$ cat config.mk
export PLATFORM = sky130hd
export DESIGN_NAME = ep0CtlRegs
export DESIGN_NICKNAME = d
export VERILOG_FILES = /design/src/rtl/ep0RegsPkg.sv /design/src/rtl/ep0RegsDecode.sv /design/src/rtl/ep0RegsStore.sv /design/src/rtl/ep0CtlRegs.sv
export SDC_FILE = /design/constraint.sdc
export NUM_CORES = 1
export LEC_CHECK = 0
export ABC_AREA = 0
export ABC_CLOCK_PERIOD_IN_PS = 2000
export BUFFER_PORTS_ARGS = -buffer_cell sky130_fd_sc_hd__buf_4
export CAP_MARGIN = 20
export CORE_MARGIN = 2
export CORE_UTILIZATION = 38
export CTS_CLUSTER_DIAMETER = 200
export DETAILED_ROUTE_END_ITERATION = 12
export GPL_TIMING_DRIVEN = 0
export PLACE_DENSITY = 0.83
export SLEW_MARGIN = 20
export SYNTH_ARGS = -nofsm -noshare
export SYNTH_HDL_FRONTEND = slang
export SYNTH_SLANG_ARGS = --single-unit
$ cat constraint.sdc
create_clock -name clk -period 2 [get_ports clk]
set_clock_uncertainty 0.2 [all_clocks]
set_input_delay 0.4 -clock clk [delete_from_list [all_inputs] [get_ports clk]]
set_output_delay 0.4 -clock clk [all_outputs]
set_load 0.1 [all_outputs]
$ cat src/rtl/ep0RegsPkg.sv
package ep0RegsPkg;
  localparam int DATA_W       = 32;
  localparam int TX_EN_BIT    = 23;
  localparam int TX_TYPE_LO   = 18;
  localparam int TX_STALL_BIT = 16;
  localparam int RX_EN_BIT    = 7;
  localparam int RX_TYPE_LO   = 2;
  localparam int RX_STALL_BIT = 0;
  localparam logic [1:0] EP_TYPE_CONTROL = 2'b00;

  typedef struct packed {
    logic ctlWr;
    logic evtWr;
    logic ctlRd;
    logic evtRd;
  } regStrobe_t;
endpackage

$ cat src/rtl/ep0RegsDecode.sv
module ep0RegsDecode
  import ep0RegsPkg::*;
#(
  parameter int ADDR_W = 8,
  parameter logic [ADDR_W-1:0] CTL_ADDR = 8'h00,
  parameter logic [ADDR_W-1:0] EVT_ADDR = 8'h04
) (
  input  logic              busSel,
  input  logic              busWrite,
  input  logic [ADDR_W-1:0] busAddr,
  output regStrobe_t        strobe
);
  logic hitCtl;
  logic hitEvt;

  assign hitCtl = (busAddr == CTL_ADDR);
  assign hitEvt = (busAddr == EVT_ADDR);

  always_comb begin
    strobe       = '0;
    strobe.ctlWr = busSel &  busWrite & hitCtl;
    strobe.evtWr = busSel &  busWrite & hitEvt;
    strobe.ctlRd = busSel & ~busWrite & hitCtl;
    strobe.evtRd = busSel & ~busWrite & hitEvt;
  end
endmodule

$ cat src/rtl/ep0RegsStore.sv
module ep0RegsStore
  import ep0RegsPkg::*;
#(
  parameter int NUM_EP = 4
) (
  input  logic              clk,
  input  logic              rstN,
  input  regStrobe_t        strobe,
  input  logic              wrTxStall,
  input  logic              wrRxStall,
  input  logic [NUM_EP-1:0] wrEvtClr,
  input  logic              setupSeen,
  input  logic [NUM_EP-1:0] rxDone,
  input  logic [NUM_EP-1:0] rxIoc,
  output logic [DATA_W-1:0] rdData,
  output logic              txStall,
  output logic              rxStall,
  output logic [NUM_EP-1:0] evtQ,
  output logic              irqOut
);
  localparam int PAD_W = DATA_W - NUM_EP;

  logic [NUM_EP-1:0] iocQ;
  logic [DATA_W-1:0] ctlView;
  logic [DATA_W-1:0] evtView;
  logic [DATA_W-1:0] rdNext;

  // Stall bits: the SETUP clear takes priority over a software write.
  always_ff @(posedge clk or negedge rstN) begin
    if (!rstN) begin
      txStall <= 1'b0;
      rxStall <= 1'b0;
    end else if (setupSeen) begin
      txStall <= 1'b0;
      rxStall <= 1'b0;
    end else if (strobe.ctlWr) begin
      txStall <= wrTxStall;
      rxStall <= wrRxStall;
    end
  end

  // One event cell per endpoint: a hardware set wins over a software clear.
  for (genvar e = 0; e < NUM_EP; e++) begin : gEvt
    logic bitQ;
    logic iocBitQ;
    logic clrHit;

    assign clrHit = strobe.evtWr & wrEvtClr[e];

    always_ff @(posedge clk or negedge rstN) begin
      if (!rstN) begin
        bitQ    <= 1'b0;
        iocBitQ <= 1'b0;
      end else if (rxDone[e]) begin
        bitQ    <= 1'b1;
        iocBitQ <= rxIoc[e] | (iocBitQ & ~clrHit);
      end else if (clrHit) begin
        bitQ    <= 1'b0;
        iocBitQ <= 1'b0;
      end
    end

    assign evtQ[e] = bitQ;
    assign iocQ[e] = iocBitQ;
  end

  assign irqOut = |(evtQ & iocQ);

  always_comb begin
    ctlView = '0;
    ctlView[TX_EN_BIT]          = 1'b1;
    ctlView[TX_TYPE_LO +: 2]    = EP_TYPE_CONTROL;
    ctlView[TX_STALL_BIT]       = txStall;
    ctlView[RX_EN_BIT]          = 1'b1;
    ctlView[RX_TYPE_LO +: 2]    = EP_TYPE_CONTROL;
    ctlView[RX_STALL_BIT]       = rxStall;
  end

  assign evtView = {{PAD_W{1'b0}}, evtQ};

  always_comb begin
    rdNext = '0;
    if (strobe.ctlRd)      rdNext = ctlView;
    else if (strobe.evtRd) rdNext = evtView;
  end

  always_ff @(posedge clk or negedge rstN) begin
    if (!rstN) rdData <= '0;
    else       rdData <= rdNext;
  end
endmodule

$ cat src/rtl/ep0CtlRegs.sv
module ep0CtlRegs
  import ep0RegsPkg::*;
#(
  parameter int NUM_EP = 4,
  parameter int ADDR_W = 8,
  parameter logic [ADDR_W-1:0] CTL_ADDR = 8'h00,
  parameter logic [ADDR_W-1:0] EVT_ADDR = 8'h04
) (
  input  logic              clk,
  input  logic              rstN,
  input  logic              busSel,
  input  logic              busWrite,
  input  logic [ADDR_W-1:0] busAddr,
  input  logic [31:0]       busWdata,
  output logic [31:0]       busRdata,
  input  logic              setupSeen,
  input  logic [NUM_EP-1:0] rxDone,
  input  logic [NUM_EP-1:0] rxIoc,
  output logic              irqOut
);
  regStrobe_t        strobe;
  logic              txStallQ;
  logic              rxStallQ;
  logic [NUM_EP-1:0] evtQ;
  logic              unusedWdata;

  assign unusedWdata = ^busWdata;

  ep0RegsDecode #(
    .ADDR_W  (ADDR_W),
    .CTL_ADDR(CTL_ADDR),
    .EVT_ADDR(EVT_ADDR)
  ) decode_i (
    .busSel  (busSel),
    .busWrite(busWrite),
    .busAddr (busAddr),
    .strobe  (strobe)
  );

  ep0RegsStore #(
    .NUM_EP(NUM_EP)
  ) store_i (
    .clk      (clk),
    .rstN     (rstN),
    .strobe   (strobe),
    .wrTxStall(busWdata[TX_STALL_BIT]),
    .wrRxStall(busWdata[RX_STALL_BIT]),
    .wrEvtClr (busWdata[NUM_EP-1:0]),
    .setupSeen(setupSeen),
    .rxDone   (rxDone),
    .rxIoc    (rxIoc),
    .rdData   (busRdata),
    .txStall  (txStallQ),
    .rxStall  (rxStallQ),
    .evtQ     (evtQ),
    .irqOut   (irqOut)
  );
endmodule

* After elaboration in Yosys (flattened, before gate mapping)
Cells that the tools add are included.
** Word-level totals
- Register bits :: 42
- Bits of input ports :: 53
- Output and inout bits :: 33
- Word-level logic and storage cells :: 61
** Operators by class
- Eq/ne operators :: 1
- Muxes and demuxes :: 18
- Bitwise operators :: 24
- Reductions and logical operators :: 7
** Operators with widths (number)
- 32-bit 2-to-1 mux :: 1
- 1-bit 2-to-1 mux :: 16
- 1-bit AND :: 14
- 2-bit nonzero test :: 5
- 8-bit by 3-bit == test with 1-bit output, second input constant :: 1
- 8-bit zero test :: 1
- 1-bit inverter :: 5
- 4-bit AND :: 1
- 4-bit 2-to-1 mux :: 1
- 1-bit bitwise OR :: 4
- 4-bit OR reduction :: 1

* Depth between registers and ports, before layout
Gate-level depths: netlist of the first run.
- Word-level depth :: 7
- Gate-level depth with buffers :: 3
- Gate-level depth less buffers :: 3

* Hierarchy
From an unflattened synthesis of the first run, not the netlist that was laid out.
** Unflattened totals
- Cells, all modules :: 80
- Area, all modules :: 855.8 µm²
** By module, submodules not included
- ep0RegsStore :: times used 1, cells each 72, area an instance 798.3 µm², sequential area each 400.4 µm²
- ep0RegsDecode :: times used 1, cells each 8, area an instance 57.6 µm², sequential area each 0.0 µm²

* Worst setup path before layout of the first run
OpenSTA, ideal clock, no wires.
- Path kind :: register to output
- From :: register, netlist name store_i.rdData[7]
- To :: output port busRdata[23]
- Arrival time :: 1324 ps
- Data required time :: 1400 ps
- Setup slack :: 76 ps
- Cell stages (with the launch flop) :: 2
- Path buffers :: 1
- Path through :: dfrtp_1 > buf_4
** RTL lines
- end: declaration :: RTL line ep0CtlRegs.sv:15 : output logic [31:0] busRdata,

* Worst setup path after layout of the first run
- From :: register store_i.gEvt[0].bitQ
- To :: output port irqOut
** Between the ends
- Cells in the longest elaborated chain, start to end :: 2
** RTL lines
- start: declaration :: RTL line ep0RegsStore.sv:44 : logic bitQ;
- start signal: assignment :: RTL line ep0RegsStore.sv:52 : bitQ <= 1'b0;
- start signal: assignment :: RTL line ep0RegsStore.sv:55 : bitQ <= 1'b1;
- start signal: assignment :: RTL line ep0RegsStore.sv:58 : bitQ <= 1'b0;
- 4-bit AND :: RTL line ep0RegsStore.sv:67 : assign irqOut = |(evtQ & iocQ);
- 4-bit OR reduction :: RTL line ep0RegsStore.sv:67
- end: declaration :: RTL line ep0CtlRegs.sv:19 : output logic irqOut
Every way passes these cells.

==> results by group, run 1 <==
Setup path
  • Worst setup SP type: register
  • Worst Path Buf+Inv: 1
  • CP Capture Type: primary output
  • Crit path required time: 1.40 ns
  • CP max stage cell: dfrtp_1
  • Critical Path Max Stage Delay: 0.41 ns
  • Max FO, Critical Path: 3
  • Arrival time at the worst endpoint: 1.19 ns
  • Worst setup path category: reg2out
  • Worst path top cell family by delay: flip-flops
  • CP cell instances: a22oi_1 > nand2_1 > buf_4
  • Setup slack, reg-to-reg: 1.05 ns

Timing
  • Final hold vios: 0
  • RSZ-0062 raised after global routing: false
  • Final-report setup violation count: 0
  • Fin. max-slew vios: 0
  • Fin crit share: 89.26%
  • Setup TNS: 0 ns
  • Max Clk Rate: 0.5602 GHz
  • Tmin final: 1.785 ns

Final layout
  • Post-route insts no fill: 165
  • Most frequent cells in the layout: buf_4, conb_1, dfrtp_1
  • Final Net Count: 192
  • Final Util: 58.71%
  • Area growth from synthesis to layout: 45.38%
  • Layout cells sized above 1: 50.36%
  • N_diodes: 0
  • Post-route cell area: 1299 um2
  • Most common cell after layout, fill and taps aside: buf_4

Run
  • Max_cap viols: 0

Power and ir drop
  • Pwr/cell area: 610.8 nW/um2
  • Power Total: 0.7933 mW
  • Leak: 0.6709 nW
  • Peak VDD IR: 0.0004465 V

Global routing
  • GRT busiest layer: met2
  • First-pass GRT wire length: 2566 um
  • GRT Residual Overflow: 0
  • Met2 usage: 23.75%
  • GRT met1 Usage: 12.97%
  • GRT Overall Usage: 13.06%
  • M3 GR Usage: 5.429%
  • Vias in the first global route: 650
  • Initial antenna violation count: 0
  • Largest net degree at the start of global routing: 17

Yosys
  • Simple-gate portion of the synthesized area: 20.59%
  • Post-synth EDFFs: 0
  • Largest family of logic cells by synthesized area: buffers and inverters
  • Syn. warnings: 0
  • Post-synthesis mux area share: 3.361%
  • Synthesized area: 893.4 um2
  • Sequential element share of the synthesized area: 44.82%
  • Avg Cell Area, Syn: 11.75 um2
  • Distinct cell type count after synthesis: 18
  • Xor and xnor area share after synthesis: 0%
  • Synth Register Bits: 16
  • Synthesized-area fraction occupied by adder cells: 0%
  • FFs w/ async S/R, synth: 100.0%
  • Synth Flop Type: dfrtp_1
  • Gate count after technology mapping: 76
  • Complex-gate fraction of the synthesized area: 8.964%

Drt
  • Iteration-0 DRC count of the detailed router: 10
  • Initial DRT Pass Iterations: 4
  • Total Wirelength: 1608 um
  • Detail Route Antenna Nets: 0
  • Vias: 677
  • Routed vias/inst: 4.103
  • Routed WL per cell: 9.745 um
  • # DRC: 0

Clocking
  • CTS HTree Levels: 1
  • Post-cts gate resize count: 0
  • Inserted Clock Buffers: 3
  • Root buf cell: clkbuf_4
  • Latest clock arrival within the worst-skew pair: 0.28 ns
  • Clk sinks: 16
  • Buffer depth of the longest clock path: 2
  • CTS tree: built
  • Reg clk slew, reported paths: 0.08 ns
  • Hold_buf cts: 1
  • Post-CTS setup repair buffer count: 0

Die
  • Die H: 52.49 um
  • Die area: 2755 um2
  • Row count: 17
  • # IOs: 86
  • Initial Util: 40.38%
  • Die Width: 52.49 um
  • Core Area: 2212 um2

Placement
  • GP Congestion: 0.7543
  • Cell Area, Placed: 1266 um2
  • Placed cells: 161
  • # port buffers: 33

Status
  • Status: completed

Hold path
  • Worst min-delay path category: in2reg
==> registers in the layout, indices dropped and copies added (netlist names) <==
name                  cells
store_i.rxStall           1
store_i.gEvt.iocBitQ      4
store_i.rdData            6
store_i.txStall           1
store_i.gEvt.bitQ         4
==> per-layer routing <==
layer	vias to the layer above	wire (um)
met1	292	585
met2	37	821
met4	0	16
met3	5	184
li1	343	-
met5	-	0
==> kinds of logic after synthesis <==
kind of cell | count (synthesis)
AOI/OAI and AO/OA | 10
buffers and inverters | 26
DFF | 16
muxes | 3
other | 1
and+or+nand+nor | 20
==> cells in the mapped netlist, types with 2 or more instances <==
| master | number | area share (%) |
|---|---|---|
| a21o_1 | 4 | 3.4 |
| a22o_1 | 4 | 3.9 |
| a22oi_1 | 2 | 1.7 |
| and4bb_2 | 3 | 4.2 |
| buf_4 | 26 | 22 |
| dfrtp_1 | 16 | 45 |
| mux2i_1 | 3 | 3.4 |
| nand2b_1 | 4 | 2.8 |
| nand4_1 | 4 | 2.8 |
| nor3_1 | 2 | 1.1 |
==> worst paths after layout <==
path                                    startpoint                       to  depth (start not counted)
max in group asynchronous                     rstN  store_i.gEvt[2].iocBitQ                          2
min                                      rxDone[1]     store_i.gEvt[1].bitQ                          2
max                           store_i.gEvt[0].bitQ                   irqOut                          3
min in group asynchronous                     rstN        store_i.rdData[0]                          2
max reg2reg                   store_i.gEvt[1].bitQ        store_i.rdData[1]                          1
min reg2reg                store_i.gEvt[0].iocBitQ  store_i.gEvt[0].iocBitQ                          1
==> cell type report <==
cell class	count	area [um2]
fillers	186	913.4
flip-flops and latches	16	400.4
multi-input cells	58	387.9
repair buffers	34	257.7
plain buffers	26	195.2
well taps	28	35.03
clock buffers	3	22.52
==> power by group <==
part	switching, mW	internal (mW)
clock network	0.0899	0.0699
registers	0.000188	0.323
logic	0.237	0.0731
==> stage by stage <==
step                hold slack [ns]  worst slack (ns)
floorplan                  -0.09559           0.07603
CTS                         0.09374            0.1970
global placement            0.06039            0.2870
global route                0.08982            0.1260
finish                       0.1023            0.2149
detailed placement          0.06548            0.2517
Note: power is estimated with default switching activity, not from simulation.
==> run 2: changes to the inputs <==
--- a/config.mk
+++ b/config.mk
@@ -7,7 +7,7 @@
 export LEC_CHECK = 0
 export ABC_AREA = 0
 export ABC_CLOCK_PERIOD_IN_PS = 2000
-export BUFFER_PORTS_ARGS = -buffer_cell sky130_fd_sc_hd__buf_4
+export BUFFER_PORTS_ARGS = -buffer_cell sky130_fd_sc_hd__buf_2
 export CAP_MARGIN = 20
 export CORE_MARGIN = 2
 export CORE_UTILIZATION = 38
@@ -15,6 +15,7 @@
 export DETAILED_ROUTE_END_ITERATION = 12
 export GPL_TIMING_DRIVEN = 0
 export PLACE_DENSITY = 0.83
+export REMOVE_ABC_BUFFERS = 1
 export SLEW_MARGIN = 20
 export SYNTH_ARGS = -nofsm -noshare
 export SYNTH_HDL_FRONTEND = slang
==> run 2 against run 1 <==
  * Global-route usage shrank 0.53 points
  * Wire length grew 0.62%
  * Critical path depth is the same
  * Sequential power is essentially flat
  * Non-clock buffer count shrank 26
  * Count of clock-buffer cells in the layout is the same
  * Core utilization shrank 13 points
  * Register-to-register slack is essentially flat
  * Worst setup slack lost 0.079 ns
  * Combinational power shrank 17%
  * First-iteration DRC count shrank 20%
  * Largest cell class is now flip-flops and latches
  * Largest power group unchanged
==> results by group, run 2 (same netlist as run 1, synthesis figures left out) <==
Timing
  • Fin. max-slew vios: 0
  • Max Clk Rate: 0.5364 GHz
  • Fin crit share: 93.21%
  • RSZ-0062 raised after global routing: false
  • Setup slack after layout: 0.1359 ns
  • Tmin final: 1.864 ns
  • Final hold slack: 0.1082 ns
  • Setup TNS: 0 ns
  • Final hold vios: 0
  • Final-report setup violation count: 0

Final layout
  • N_diodes: 0
  • Multi-input logic area: 387.9 um2
  • Largest regs: store_i.rdData (6), store_i.gEvt.bitQ (4), store_i.gEvt.iocBitQ (4)
  • Fillers: 224
  • Reg area: 400.4 um2
  • Layout cells sized above 1: 38.74%
  • Final Net Count: 166
  • Most frequent cells in the layout: buf_2, conb_1, dfrtp_1
  • Post-route insts no fill: 139
  • Max reg flops: 6
  • Most common cell after layout, fill and taps aside: buf_2
  • Largest register by flop count: store_i.rdData
  • Final Util: 46.15%
  • Post-route cell area: 1021 um2
  • Area growth from synthesis to layout: 14.29%

Setup path
  • CP cell instances: a22oi_1 > nand2_1 > buf_2
  • Crit path required time: 1.40 ns
  • Worst setup path category: reg2out
  • CP Capture Type: primary output
  • Critical Path Max Stage Delay: 0.42 ns
  • Arrival time at the worst endpoint: 1.26 ns
  • Max FO, Critical Path: 3
  • Worst setup SP type: register
  • CP max stage cell: buf_2

Power and ir drop
  • Net Switching: 0.3271 mW
  • Pwr/cell area: 730.9 nW/um2
  • Internal Power: 0.4192 mW
  • Seq pwr share: 43.4%
  • Sw frac: 43.83%
  • Clk pwr share: 22.2%
  • Peak VDD IR: 0.0003256 V
  • Combinational fraction of design power: 34.4%
  • Leak: 0.5064 nW
  • Power Total: 0.7462 mW

Clocking
  • Reg clk slew, reported paths: 0.09 ns
  • Inserted Clock Buffers: 3
  • Post-cts gate resize count: 0
  • Post-CTS setup repair buffer count: 0
  • Root buf cell: clkbuf_4
  • CTS HTree Levels: 1
  • Clk sinks: 16
  • Latest clock arrival within the worst-skew pair: 0.28 ns
  • CTS tree: built
  • Buffer depth of the longest clock path: 2

Run
  • Max_cap viols: 0

Drt
  • Routed vias/inst: 4.439
  • Detail Route Antenna Nets: 0
  • Routed WL per cell: 11.64 um
  • Total Wirelength: 1618 um
  • # DRC: 0
  • Vias: 617
  • Initial DRT Pass Iterations: 3
  • Iteration-0 DRC count of the detailed router: 8

Global routing
  • GRT Residual Overflow: 0
  • Largest net degree at the start of global routing: 17
  • Initial antenna violation count: 0
  • Vias in the first global route: 604
  • First-pass GRT wire length: 2463 um
  • GRT Overall Usage: 12.53%

Placement
  • Worst slack, placed: 0.2056 ns
  • HPWL Detailed: 1316 um
  • Placed cells: 135
  • GP Congestion: 0.7754
  • # port buffers: 33
  • Cell Area, Placed: 988.4 um2

Die
  • Row count: 17
  • Die H: 52.49 um
  • Core Area: 2212 um2
  • # IOs: 86
  • Initial Util: 40.38%
  • Die area: 2755 um2
  • Die Width: 52.49 um

Status
  • Status: completed

Hold path
  • Worst min-delay path category: in2reg
## run 2: cell types whose count changed in the layout (fill, tap and decap cells not counted), sizes merged
cell | previous run | this run
buf | 59 | 33
## run 2: critical path: cells and delay by family (launching register included)
kind,cells,cell delay (ns)
AND/OR/NAND/NOR,1,0.07
AO/OA/AOI/OAI,1,0.10
buffers and inverters,1,0.42
flip-flops,1,0.40
## run 2: metal layers
| layer | vias to the layer above | wire [um] | global-route usage [%] | share of wire (%) |
|---|---|---|---|---|
| li1 | 294 | - | - | - |
| met1 | 288 | 591 | 13.18 | 37 |
| met2 | 35 | 866 | 22.92 | 54 |
| met3 | 0 | 159 | 3.714 | 9.8 |
| met4 | 0 | 0 | 5.128 | 0 |
| met5 | - | 0 | 0 | 0 |
## run 2: worst paths after layout
| path | start | to | slack [ns] | depth (start not counted) |
|---|---|---|---|---|
| min in group asynchronous | rstN | store_i.rdData[0] | 0.35 | 2 |
| min reg2reg | store_i.gEvt[3].iocBitQ | store_i.gEvt[3].iocBitQ | 0.31 | 1 |
| max reg2reg | store_i.gEvt[2].bitQ | store_i.rdData[2] | 1.04 | 1 |
| max | store_i.gEvt[0].bitQ | irqOut | 0.14 | 3 |
| min | rxDone[2] | store_i.gEvt[2].bitQ | 0.11 | 2 |
| max in group asynchronous | rstN | store_i.gEvt[3].bitQ | 1.00 | 2 |
## run 2: repair_timing
item | in CTS | in global routing
setup endpoints to repair | 0 | 0
endpoints found under the hold margin | 16 | 0
hold buffers | 1 | 0
## run 2: cell type report
cell class,instances,area share (%)
Tap cell,28,3.431
Timing Repair Buffer,34,17.16
Sequential cell,16,39.22
Clock buffer,3,2.206
Multi-Input combinational cell,58,37.99
## run 2: power groups by stage
stage,registers [mW],clock network [mW],logic [mW]
final,0.324,0.166,0.257
after global routing,0.324,0.186,0.266
after CTS,0.324,0.168,0.257
after detailed placement,0.330,0,0.255
after global placement,0.330,0,0.253
after floorplan,0.331,0,0.213
==> run 3: changes to the inputs <==
--- a/config.mk
+++ b/config.mk
@@ -6,7 +6,6 @@
 export NUM_CORES = 1
 export LEC_CHECK = 0
 export ABC_AREA = 0
-export ABC_CLOCK_PERIOD_IN_PS = 2000
 export BUFFER_PORTS_ARGS = -buffer_cell sky130_fd_sc_hd__buf_2
 export CAP_MARGIN = 20
 export CORE_MARGIN = 2
@@ -15,6 +14,7 @@
 export DETAILED_ROUTE_END_ITERATION = 12
 export GPL_TIMING_DRIVEN = 0
 export PLACE_DENSITY = 0.83
+export RECOVER_POWER = 50
 export REMOVE_ABC_BUFFERS = 1
 export SLEW_MARGIN = 20
 export SYNTH_ARGS = -nofsm -noshare
==> run 3 against run 2 <==
  * Via count rose by 0.65%
  * Critical endpoint unchanged
  * Die area stayed put
  * Sequential power about the same
  * Combinational power barely moved
==> results by group, run 3 (same netlist as run 1, synthesis figures left out) <==
Status
  • Status: completed

Setup path
  • Worst Path Buf+Inv: 1
  • Arrival time at the worst endpoint: 1.26 ns
  • CP cell instances: a22oi_1 > nand2_1 > buf_2
  • Crit path required time: 1.40 ns
  • Worst setup SP type: register
  • Worst setup path category: reg2out
  • Worst path top cell family by delay: buffers and inverters
  • CP max stage cell: buf_2
  • CP Capture Type: primary output
  • Critical Path Max Stage Delay: 0.42 ns
  • Max FO, Critical Path: 3

Final layout
  • Layout cells sized above 1: 36.94%
  • Area growth from synthesis to layout: 12.89%
  • Final Net Count: 166
  • Post-route cell area: 1008 um2
  • Largest register by flop count: store_i.rdData
  • N_diodes: 0
  • Post-route insts no fill: 139
  • Most common cell after layout, fill and taps aside: buf_2
  • Final Util: 45.59%
  • Most frequent cells in the layout: buf_2, conb_1, dfrtp_1
  • Max reg flops: 6
  • Largest regs: store_i.rdData (6), store_i.gEvt.bitQ (4), store_i.gEvt.iocBitQ (4)

Drt
  • Iteration-0 DRC count of the detailed router: 8
  • Vias: 621
  • Routed vias/inst: 4.468
  • Total Wirelength: 1624 um
  • Detail Route Antenna Nets: 0
  • Initial DRT Pass Iterations: 3
  • # DRC: 0
  • Routed WL per cell: 11.68 um

Timing
  • Slew headroom: 44.92%
  • RSZ-0062 raised after global routing: false
  • Fin crit share: 93.17%
  • Final hold vios: 0
  • Worst Tran Pin Value: 0.8263 ns
  • Max Clk Rate: 0.5366 GHz
  • Final-report setup violation count: 0
  • Setup TNS: 0 ns
  • Fin. max-slew vios: 0
  • Tmin final: 1.863 ns

Clocking
  • Buffer depth of the longest clock path: 2
  • Post-cts gate resize count: 0
  • Inserted Clock Buffers: 3
  • Clk sinks: 16
  • Hold_buf cts: 1
  • Post-CTS setup repair buffer count: 0
  • CTS tree: built
  • Root buf cell: clkbuf_4
  • Reg clk slew, reported paths: 0.09 ns
  • CTS HTree Levels: 1
  • Latest clock arrival within the worst-skew pair: 0.28 ns

Global routing
  • Largest net degree at the start of global routing: 17
  • Vias in the first global route: 604
  • GRT Overall Usage: 12.53%
  • GRT Residual Overflow: 0
  • Initial antenna violation count: 0
  • First-pass GRT wire length: 2463 um

Placement
  • HPWL Detailed: 1316 um
  • GP Congestion: 0.7754
  • # port buffers: 33
  • Placed cells: 135
  • Cell Area, Placed: 988.4 um2

Die
  • Initial Util: 40.38%
  • Die H: 52.49 um
  • # IOs: 86
  • Die area: 2755 um2
  • Core Area: 2212 um2
  • Die Width: 52.49 um
  • Row count: 17

Power and ir drop
  • Pwr/cell area: 737.1 nW/um2
  • Leak: 0.4973 nW
  • Peak VDD IR: 0.0003244 V

Hold path
  • Worst min-delay path category: in2reg

Run
  • Max_cap viols: 0
run 3: per-stage QoR:
step,hold slack [ns],power [mW],setup WS (ns)
finish,0.1084,0.7433,0.1365
global placement,0.1137,0.5836,0.2746
floorplan,-0.09559,0.5440,-0.07871
CTS,0.1018,0.7491,0.1242
detailed placement,0.1270,0.5854,0.2056
global route,0.09903,0.7729,0.04838
run 3: cell type report:
| type | instances | area [um2] |
|---|---|---|
| fillers | 228 | 1204 |
| flip-flops and latches | 16 | 400.4 |
| multi-input cells | 58 | 376.6 |
| repair buffers | 34 | 173.9 |
| well taps | 28 | 35.03 |
| clock buffers | 3 | 22.52 |
run 3: worst paths after layout:
kind | endpoint | depth (start not counted) | slack [ns] | from
worst max register to register | store_i.rdData[2] | 1 | 1.04 | store_i.gEvt[2].bitQ
max in group asynchronous | store_i.gEvt[3].bitQ | 2 | 0.57 | rstN
worst min register to register | store_i.gEvt[3].iocBitQ | 1 | 0.31 | store_i.gEvt[3].iocBitQ
worst min-delay path | store_i.gEvt[2].bitQ | 2 | 0.11 | rxDone[2]
min in group asynchronous | store_i.rdData[0] | 2 | 0.52 | rstN
worst max-delay path | irqOut | 3 | 0.14 | store_i.gEvt[0].bitQ
run 3: per-layer routing:
metal | up-vias | share of wire [%] | track usage [%]
met5 | - | 0 | 0
met4 | 0 | 0 | 5.128
met3 | 0 | 9.8 | 3.714
met2 | 35 | 54 | 22.92
met1 | 292 | 36 | 13.18
li1 | 294 | - | -
run 3: power by group:
part | total [mW] | internal [mW] | leakage (nW) | switching, mW
combinational | 0.254 | 0.0246 | 0.302 | 0.230
sequential | 0.324 | 0.324 | 0.182 | 0.000194
clock | 0.165 | 0.0698 | 0.0138 | 0.0954
total | 0.743 | 0.418 | 0.497 | 0.325
